<file path="src/rtl/pbs_pkg.sv">
package pbs_pkg;
  localparam int unsigned PBS_AW = 32;
  localparam int unsigned PBS_DW = 32;
  localparam int unsigned PBS_NB = PBS_DW / 8;

  typedef enum logic [1:0] {
    SZ_WORD = 2'b00,
    SZ_BYTE = 2'b01,
    SZ_HALF = 2'b10,
    SZ_RSVD = 2'b11
  } size_e;

  typedef struct packed {
    logic [PBS_AW-1:0] addr;
    logic              rd;
    size_e             size;
    logic              hit;
  } acc_t;

  function automatic logic [PBS_NB-1:0] lane_en(input size_e sz, input logic [1:0] lo);
    case (sz)
      SZ_WORD: lane_en = '1;
      SZ_BYTE: lane_en = PBS_NB'(1) << lo;
      SZ_HALF: lane_en = lo[1] ? PBS_NB'(4'b1100) : PBS_NB'(4'b0011);
      default: lane_en = '0;
    endcase
  endfunction
endpackage

</file>
<file path="src/rtl/pbs_decode.sv">
module pbs_decode import pbs_pkg::*; #(
  parameter int unsigned DEPTH     = 16,
  parameter logic [31:0] BASE_ADDR = 32'h0000_1000
) (
  input  logic [PBS_AW-1:0] addr_i,
  input  size_e             size_i,
  output logic              hit_o
);
  localparam int unsigned IDX_W = $clog2(DEPTH);
  localparam int unsigned TOP_L = IDX_W + 2;

  logic unused_lo;
  assign unused_lo = ^addr_i[TOP_L-1:0];

  assign hit_o = (addr_i[PBS_AW-1:TOP_L] == BASE_ADDR[PBS_AW-1:TOP_L]) && (size_i != SZ_RSVD);
endmodule

</file>
<file path="src/rtl/pbs_ctrl.sv">
module pbs_ctrl import pbs_pkg::*; #(
  parameter int unsigned WAIT_CYC = 2,
  parameter bit          PIPE_EN  = 1'b1
) (
  input  logic clk_i,
  input  logic rst_ni,
  input  logic req_i,
  input  logic pipe_i,
  input  acc_t in_acc_i,
  output logic done_o,
  output acc_t cur_acc_o,
  output logic pen_o
);
  localparam int unsigned     CNT_W   = (WAIT_CYC < 1) ? 1 : $clog2(WAIT_CYC + 1);
  localparam logic [CNT_W-1:0] CNT_MAX = CNT_W'(WAIT_CYC);

  logic             prim_v, pend_v, done_q, promo_q;
  acc_t             prim_acc, pend_acc;
  logic [CNT_W-1:0] prim_cnt, pend_cnt, cur_cnt;
  logic             start, act, capture, cancel;

  function automatic logic [CNT_W-1:0] sat_inc(input logic [CNT_W-1:0] c);
    return (c == CNT_MAX) ? c : c + CNT_W'(1);
  endfunction

  // primary latched > pending captured > live bus
  assign start     = req_i & ~prim_v;
  assign act       = prim_v | start;
  assign cur_acc_o = prim_v ? prim_acc : (pend_v ? pend_acc : in_acc_i);
  assign cur_cnt   = prim_v ? prim_cnt : (pend_v ? pend_cnt : '0);
  assign done_o    = act & (cur_cnt == CNT_MAX);
  assign pen_o     = PIPE_EN & act & ~done_o;
  assign capture   = PIPE_EN & pipe_i & ~req_i & prim_v & ~pend_v & ~promo_q;
  assign cancel    = pend_v & ~req_i & (done_q | ~pipe_i);

  always_ff @(posedge clk_i or negedge rst_ni) begin
    if (!rst_ni) begin
      prim_v   <= 1'b0;
      prim_acc <= '0;
      prim_cnt <= '0;
    end else if (done_o) begin
      prim_v   <= 1'b0;
    end else if (start) begin
      prim_v   <= 1'b1;
      prim_acc <= cur_acc_o;
      prim_cnt <= sat_inc(cur_cnt);
    end else if (prim_v) begin
      prim_cnt <= sat_inc(prim_cnt);
    end
  end

  always_ff @(posedge clk_i or negedge rst_ni) begin
    if (!rst_ni) begin
      pend_v   <= 1'b0;
      pend_acc <= '0;
      pend_cnt <= '0;
    end else if (pend_v && (start || cancel)) begin
      pend_v   <= 1'b0;
    end else if (pend_v) begin
      pend_cnt <= sat_inc(pend_cnt);
    end else if (capture) begin
      pend_v   <= 1'b1;
      pend_acc <= in_acc_i;
      pend_cnt <= sat_inc('0);
    end
  end

  always_ff @(posedge clk_i or negedge rst_ni) begin
    if (!rst_ni) begin
      done_q  <= 1'b0;
      promo_q <= 1'b0;
    end else begin
      done_q  <= done_o;
      promo_q <= start & pend_v;
    end
  end

  // once pen_o is seen the access lives in the primary register
  a_r2_latched_after_pen: assert property (@(posedge clk_i) disable iff (!rst_ni)
    pen_o |=> prim_v);
  // latched access stays frozen until it completes
  a_r2_primary_frozen: assert property (@(posedge clk_i) disable iff (!rst_ni)
    (prim_v && !done_o) |=> $stable(prim_acc));
  // promotion only right after a primary completion
  a_r7_promote_after_done: assert property (@(posedge clk_i) disable iff (!rst_ni)
    (start && pend_v) |-> done_q);
  // missing strobe or dropped flag kills the pending access
  a_r8_cancel_clears: assert property (@(posedge clk_i) disable iff (!rst_ni)
    (pend_v && !req_i && (done_q || !pipe_i)) |=> !pend_v);
endmodule

</file>
<file path="src/rtl/pbs_mem.sv">
module pbs_mem import pbs_pkg::*; #(
  parameter int unsigned DEPTH = 16,
  localparam int unsigned IDX_W = $clog2(DEPTH)
) (
  input  logic              clk_i,
  input  logic              rst_ni,
  input  logic              we_i,
  input  logic [IDX_W-1:0]  idx_i,
  input  logic [PBS_NB-1:0] be_i,
  input  logic [PBS_DW-1:0] wdata_i,
  output logic [PBS_DW-1:0] rdata_o
);
  for (genvar l = 0; l < PBS_NB; l++) begin : g_lane
    logic [7:0] lane_q [DEPTH];

    always_ff @(posedge clk_i or negedge rst_ni) begin
      if (!rst_ni) begin
        for (int i = 0; i < DEPTH; i++) lane_q[i] <= '0;
      end else if (we_i && be_i[l]) begin
        lane_q[idx_i] <= wdata_i[8*l +: 8];
      end
    end

    assign rdata_o[8*l +: 8] = lane_q[idx_i];
  end
endmodule

</file>
<file path="src/rtl/pbs_top.sv">
module pbs_top import pbs_pkg::*; #(
  parameter int unsigned DEPTH     = 16,
  parameter int unsigned WAIT_CYC  = 2,
  parameter logic [31:0] BASE_ADDR = 32'h0000_1000,
  parameter bit          PIPE_EN   = 1'b1
) (
  input  logic              clk_i,
  input  logic              rst_ni,
  input  logic              req_i,
  input  logic              pipe_i,
  input  logic [PBS_AW-1:0] addr_i,
  input  logic              rd_i,
  input  logic [1:0]        size_i,
  input  logic [PBS_DW-1:0] wdata_i,
  output logic [PBS_DW-1:0] rdata_o,
  output logic              rdy_o,
  output logic              err_o,
  output logic              pen_o
);
  localparam int unsigned IDX_W = $clog2(DEPTH);

  acc_t              in_acc, cur_acc;
  logic              dec_hit, done;
  logic [PBS_DW-1:0] mem_rdata;
  logic              mem_we;
  logic              unused_hi;

  pbs_decode #(.DEPTH(DEPTH), .BASE_ADDR(BASE_ADDR)) u_dec (
    .addr_i (addr_i),
    .size_i (size_e'(size_i)),
    .hit_o  (dec_hit)
  );

  assign in_acc = '{addr: addr_i, rd: rd_i, size: size_e'(size_i), hit: dec_hit};

  pbs_ctrl #(.WAIT_CYC(WAIT_CYC), .PIPE_EN(PIPE_EN)) u_ctrl (
    .clk_i     (clk_i),
    .rst_ni    (rst_ni),
    .req_i     (req_i),
    .pipe_i    (pipe_i),
    .in_acc_i  (in_acc),
    .done_o    (done),
    .cur_acc_o (cur_acc),
    .pen_o     (pen_o)
  );

  assign unused_hi = ^cur_acc.addr[PBS_AW-1:IDX_W+2];
  assign rdy_o     = done & cur_acc.hit;
  assign err_o     = done & ~cur_acc.hit;
  assign mem_we    = rdy_o & ~cur_acc.rd;

  pbs_mem #(.DEPTH(DEPTH)) u_mem (
    .clk_i   (clk_i),
    .rst_ni  (rst_ni),
    .we_i    (mem_we),
    .idx_i   (cur_acc.addr[IDX_W+1:2]),
    .be_i    (lane_en(cur_acc.size, cur_acc.addr[1:0])),
    .wdata_i (wdata_i),
    .rdata_o (mem_rdata)
  );

  assign rdata_o = (rdy_o && cur_acc.rd) ? mem_rdata : '0;

  // one completion flavour per access
  a_r3_rdy_err_excl: assert property (@(posedge clk_i) disable iff (!rst_ni)
    !(rdy_o && err_o));
  // data bus quiet outside ready cycles
  a_r4_rdata_quiet: assert property (@(posedge clk_i) disable iff (!rst_ni)
    !rdy_o |-> (rdata_o == '0));
endmodule

</file>
<file path="config.mk">
export PLATFORM = sky130hd
export DESIGN_NAME = pbs_top
export DESIGN_NICKNAME = d
export VERILOG_FILES = /design/src/rtl/pbs_pkg.sv /design/src/rtl/pbs_decode.sv /design/src/rtl/pbs_ctrl.sv /design/src/rtl/pbs_mem.sv /design/src/rtl/pbs_top.sv
export SDC_FILE = /design/constraint.sdc
export NUM_CORES = 1
export LEC_CHECK = 0
export ABC_AREA = 0
export BUFFER_PORTS_ARGS = -buffer_cell sky130_fd_sc_hd__clkbuf_2
export CAP_MARGIN = 40
export CORE_MARGIN = 2
export CORE_UTILIZATION = 45
export DETAILED_ROUTE_END_ITERATION = 6
export SLEW_MARGIN = 20
export SYNTH_ARGS = -nofsm -noshare
export SYNTH_HDL_FRONTEND = slang
export SYNTH_SLANG_ARGS = --single-unit
export TNS_END_PERCENT = 30
</file>
<file path="constraint.sdc">
create_clock -name clk_i -period 7.2 [get_ports clk_i]
set_input_delay 0.72 -clock clk_i [delete_from_list [all_inputs] [get_ports clk_i]]
set_output_delay 0.72 -clock clk_i [all_outputs]
set_load 0.05 [all_outputs]
</file>
==> run summary, run 1 <==
status: finished clean
Setup WS pre-CTS: 2590 ps
post-synthesis sequential area ratio: 0.515
Final TNS setup: 0 ps
Synth Flop Type: dfrtp_1
WP data required: 6480 ps
DR DRC count: 0
largest family of logic cells by synthesized area: multiplexers
reg2reg setup slack: 3040 ps
port bufs: 105
Max clock buf depth: 3
final hold violations: 0
placed cells: 2977
P_leak: 14.2 nW
Clock Power Share: 0.305
cell family with most CP delay: buffers and inverters
Critical Path End: rdata_o[5]
Net Count, Synth: 2285
Root Driver: clkbuf_16
Final setup viols: 0
internal cell power: 0.00557 W
Synth Area in XOR/XNOR: 0
Syn Area/Cell: 11.9 µm²
routed length per instance: 22.1 µm
Slew Viols, Final: 0
worst skew pair latency: 610 ps
Initial Util: 0.455
Pwr per Cell Area: 311 nW/µm²
CTS clk-pin slew, worst paths: 60 ps
Area contributors post-synth: dfrtp_1 (51%), mux2_2 (22%), nand2_1 (5.7%), mux2i_1 (4.5%), nand3_1 (4.2%)
Max-Cap Viols: 0
first-pass GRT wire length: 106000 µm
GRT met3 Usage: 0.0368
Die X: 245 µm
# resized after CTS: 0
Layout Skew: 17.0 ps
DRT antenna net count: 0
final cycle utilization of the critical path: 0.703
Die Height: 245 µm
Reg power frac: 0.345
critical path peak fanout: 47
slowest stage delay, CP: 780 ps
WS Path Type: flop to primary output
yosys warns: 0
Max IR drop VDD: 0.333 mV
pin slew with the least headroom to its limit: 1060 ps
R2R Path End: u_mem.g_lane[1].lane_q[117]$_DFFE_PN0P_
CP startpoint: u_ctrl.pend_v$_DFF_PN0_
Worst R2R Path Depth: 9
critical path's slowest cell: dfrtp_1
layout cells sized above 1: 0.365
Synth Instances: 2210
cell type with the highest aggregate area in the netlist: dfrtp_1
most frequent cells after synthesis: dfrtp_1 (540), mux2_2 (519), nand2_1 (401), nand3_1 (221), mux2i_1 (118)
WP buf/inv: 3
clk sink count: 540
grt met1 use: 0.327
Worst Setup Start Kind: flop
crit path DAT: 4340 ps
DP HPWL: 42100 µm
CTS tree: yes
Placer Congestion: 0.776
Sw Pwr: 0.00360 W
post-synthesis mux area share: 0.272
final-stage net count: 2353
top cell type's share of synthesized area: 0.515
area fraction in compound gates after synthesis: 0.0304
Final min period: 5060 ps
busiest grt layer: met2
M2 GR Usage: 0.354
area delta synth->final: 12.2%
Simple-Gate Fraction of Synth Area: 0.153
via count: 17600
Max Fclk: 198 MHz
Overall Global Routing Usage: 0.227
Sw Ratio: 0.392
initial antenna violation count: 2
overflow left after global routing: 0
worst reg2reg path startpoint: u_ctrl.pend_v$_DFF_PN0_
ant diodes: 0
worst path cell trace: mux2i_1 > o21a_4 > buf_12 > buf_4 > nand2_1 > a32oi_1 > nand3_1 > a31oi_1 > clkbuf_2
number of CTS-inserted buffers: 58
drt pass-1 iters: 7
Yosys reg bits: 540
slack of the critical path: 2140 ps
Stages on worst setup path: 9
CP Capture Type: primary output
most frequent cell after synthesis: dfrtp_1
Post-synth EDFFs: 0
Die ar.: 60300 µm²
Via density: 5.70
IO Pins: 106
Hold-fix buffers, CTS: 0
combinational share of power: 0.350
CORE AREA: 57700 µm²
H-tree Lvls: 2
library cells used by synthesis: 54
Async S/R FF share, synth: 1.00
Post-Synthesis Cell Area: 26200 µm²
# rows: 88
vias in the first global route: 17400
unrepaired setup endpoints after global routing: no
Non-Filler Instances: 3088
buffers inserted by post-CTS timing repair: 0
Synth Area in Adders: 0.00191
Total Wirelength: 68300 µm
DRT iter0 DRCs: 1433
max_slew headroom: 0.295
largest net degree at the start of global routing: 192
Min-Delay Path Class: input port to async pin
-- final cells by class --
cell class              instances  area, µm²
well taps                     765        957
flip-flops and latches        540      13500
multi-input cells            1518      12100
clock buffers                  90       1680
repair buffers                154       1130
inverters                       6       22.5
clock inverters                15       81.3
fillers                      5014      28200
-- cells in the final DEF (no fill, tap or decap), drive strengths merged, types with 14 or more instances in the layout --
| cell | instances |
|---|---|
| clkbuf | 195 |
| nor2 | 20 |
| a31oi | 14 |
| a21oi | 38 |
| buf | 49 |
| o22ai | 17 |
| nand3 | 225 |
| mux2i | 118 |
| dfrtp | 540 |
| nand4 | 28 |
| nor4 | 28 |
| nand2 | 402 |
| mux2 | 529 |
| nor3 | 30 |
| o21ai | 18 |
-- logic make-up (layout without fill, tap and decap cells) --
kind of cell               count (synthesis)  count (layout)
DFF                                      540             540
AOI/OAI and AO/OA                        121             121
adders and majority gates                  4               4
and+or+nand+nor                          746             746
buffers and inverters                    152             265
muxes                                    647             647
-- stage by stage --
stage	instance area, µm²	hold slack (ps)	power [W]	util
6_report	29400	164	0.00917	0.510
5_1_grt	29400	220	0.00960	0.510
4_1_cts	29300	205	0.00917	0.509
3_5_place_dp	27600	471	0.00635	0.478
3_3_place_gp	27300	462	0.00622	0.473
2_1_floorplan	26200	424	0.00532	-
-- metal layers --
| layer | up-vias | wire length, µm | share of wire |
|---|---|---|---|
| met1 | 9064 | 31400 | 0.46 |
| met4 | 4 | 1710 | 0.025 |
| li1 | 7986 | - | - |
| met2 | 456 | 31100 | 0.46 |
| met3 | 100 | 3940 | 0.058 |
| met5 | - | 27 | 0.00040 |
-- power groups by stage --
stage	Combinational, W	Clock, W	Sequential, W
6_report	0.00321	0.00280	0.00316
5_1_grt	0.00343	0.00300	0.00317
4_1_cts	0.00314	0.00286	0.00316
3_5_place_dp	0.00313	0	0.00322
3_3_place_gp	0.00301	0	0.00321
2_1_floorplan	0.00214	0	0.00318
-- worst min-delay path by stage --
stage                              startpoint  depth (start not counted)                                      end  slack [ps]
2_1_floorplan                          rst_ni                          0                  u_ctrl.done_q$_DFF_PN0_         420
3_3_place_gp   u_ctrl.prim_acc[3]$_DFFE_PN0P_                          2           u_ctrl.prim_acc[3]$_DFFE_PN0P_         460
3_5_place_dp   u_ctrl.prim_acc[2]$_DFFE_PN0P_                          2           u_ctrl.prim_acc[2]$_DFFE_PN0P_         470
4_1_cts                                rst_ni                          1  u_mem.g_lane[0].lane_q[110]$_DFFE_PN0P_         210
5_1_grt                                rst_ni                          1  u_mem.g_lane[0].lane_q[115]$_DFFE_PN0P_         220
6_report                               rst_ni                          1  u_mem.g_lane[0].lane_q[115]$_DFFE_PN0P_         160
-- state kept, by name, indices dropped and copies added (netlist names) --
| register | count |
|---|---|
| u_mem.g_lane.lane_q | 512 |
| u_ctrl.pend_acc | 10 |
| u_ctrl.prim_acc | 10 |
| u_ctrl.pend_cnt | 2 |
| u_ctrl.prim_cnt | 2 |
| u_ctrl.done_q | 1 |
| u_ctrl.pend_v | 1 |
| u_ctrl.prim_v | 1 |
| u_ctrl.promo_q | 1 |
No activity file was read; power rests on OpenSTA's default activity.
==> inputs of run 2 (changes only) <==
Clock period 7.2 ns to 4.65 ns, I/O delays scaled along.
==> run 2 against run 1 <==
  * Combinational power is 57% higher
  * Via count increased by 1.5%
  * Hold slack got worse by 57 ps
  * Largest cell class unchanged
  * Largest power group unchanged
==> run summary, run 2 (synthesis gave the netlist of run 1 again) <==
overflow left after global routing: 0
crit path DAT: 3780 ps
Final min period: 4250 ps
WHS Endpoint: u_ctrl.pend_acc[8]$_DFFE_PN0P_
final-stage net count: 2364
DP HPWL: 43100 µm
number of CTS-inserted buffers: 59
max reg flops: 512
worst skew pair latency: 620 ps
Slew Viols, Final: 0
most frequent cells in the layout: dfrtp_1 (539), mux2_2 (519), nand2_1 (401)
via count: 17900
routed length per instance: 22.4 µm
Max clock buf depth: 3
Die Height: 245 µm
critical path peak fanout: 20
Die ar.: 60300 µm²
status: finished clean
# rows: 88
DR DRC count: 0
Worst R2R Path Depth: 10
CP Capture Type: primary output
R2R Path End: u_mem.g_lane[1].lane_q[118]$_DFFE_PN0P_
Initial Util: 0.455
layout cells sized above 1: 0.372
Regs by FF count: u_mem.g_lane.lane_q x512, u_ctrl.pend_acc x10, u_ctrl.prim_acc x10
Final setup viols: 0
Overall Global Routing Usage: 0.233
fillers: 5002
P_leak: 14.4 nW
register with the most flip-flops: u_mem.g_lane.lane_q
FF/Latch Area: 13500 µm²
Max-Cap Viols: 0
Final TNS setup: 0 ps
area delta synth->final: 13.2%
clk sink count: 540
largest net degree at the start of global routing: 116
DRT iter0 DRCs: 1333
Pwr per Cell Area: 495 nW/µm²
max_slew headroom: 0.334
CORE AREA: 57700 µm²
IO Pins: 106
drt pass-1 iters: 5
Hold Crit Depth: 2
Placer Congestion: 0.784
ant diodes: 0
Total Power: 0.0147 W
Die X: 245 µm
final hold violations: 0
first-pass GRT wire length: 108000 µm
CTS clk-pin slew, worst paths: 60 ps
final cycle utilization of the critical path: 0.913
DRT antenna net count: 0
Min-Delay Path Class: input port to flop
vias in the first global route: 17900
initial antenna violation count: 0
Worst Setup Start Kind: flop
port bufs: 105
WS Path Type: flop to primary output
Max Fclk: 236 MHz
Layout Skew: 15.3 ps
Total Wirelength: 69500 µm
HP Start: addr_i[4]
WP data required: 4180 ps
H-tree Lvls: 2
Via density: 5.76
buffers inserted by post-CTS timing repair: 0
Multi-input gate area: 12100 µm²
worst reg2reg path startpoint: u_ctrl.pend_v$_DFF_PN0_
CTS tree: yes
commonest non-fill, non-tap cell in the layout: dfrtp_1
Max IR drop VDD: 0.631 mV
unrepaired setup endpoints after global routing: no
reg2reg setup slack: 790 ps
pin slew with the least headroom to its limit: 999 ps
Root Driver: clkbuf_16
==> run 2: cell types whose count changed in the layout (fill, tap and decap cells not counted), sizes merged <==
cell,change
buf,+9
bufinv,+4
clkinv,-4
clkinvlp,+2
clkbuf,+1
dlygate4sd3,+1
inv,-1
==> run 2: area by class of cell <==
type | instances | share of cell area
clock buffer | 91 | 0.0609
clock inverter | 16 | 0.00644
inverter | 6 | 0.000758
multi-input combinational | 1518 | 0.406
sequential | 540 | 0.455
tap | 765 | 0.0322
timing repair buffer | 164 | 0.0392
==> run 2: timing repair <==
item,4_1_cts,5_1_grt
endpoints found under the setup margin,5,4
hold buffers,1,0
resized for setup,1,1
hold endpoints to repair,12,0
==> run 2: how the worst max path moves through the flow <==
stage,start,to,slack (ps)
after floorplan,u_ctrl.prim_v$_DFFE_PN0P_,rdata_o[13],340
after global placement,u_ctrl.pend_v$_DFF_PN0_,rdata_o[22],720
after detailed placement,u_ctrl.pend_v$_DFF_PN0_,rdata_o[24],610
after CTS,u_ctrl.pend_v$_DFF_PN0_,rdata_o[24],150
after global routing,u_ctrl.prim_v$_DFFE_PN0P_,rdata_o[21],210
final,u_ctrl.prim_v$_DFFE_PN0P_,rdata_o[21],400
==> run 2: power by group <==
part           leakage [nW]  internal, W  total [W]  switching, W
combinational          5.88      0.00132    0.00504       0.00373
clock                 0.982      0.00288    0.00478       0.00190
sequential             7.50      0.00480    0.00489     0.0000884
==> run 2: layer usage <==
metal,track usage,vias to the layer above,routed length [µm]
li1,-,8048,-
met1,0.329,9282,31500
met2,0.376,445,32900
met3,0.0353,96,3520
met4,0.0611,0,1500
met5,0,-,0
==> run 2: critical path: stages (launching register included) <==
cell and delay (ps):
dfrtp_1 570, buf_4 370, nand2_1 110, o21ai_1 300
and2_2 720, buf_4 360, nand3_1 140, a41oi_1 260
clkbuf_2 320
==> run 2: metrics by stage <==
step	cell area, µm²	util	worst slack (ps)	std cells	hold slack (ps)
6_report	29700	0.515	404	3100	107
3_5_place_dp	27700	0.480	612	2989	471
5_1_grt	29700	0.515	213	3100	95.2
2_1_floorplan	26200	-	341	2210	169
4_1_cts	29700	0.514	148	3097	77.9
3_3_place_gp	27600	0.478	722	2985	463
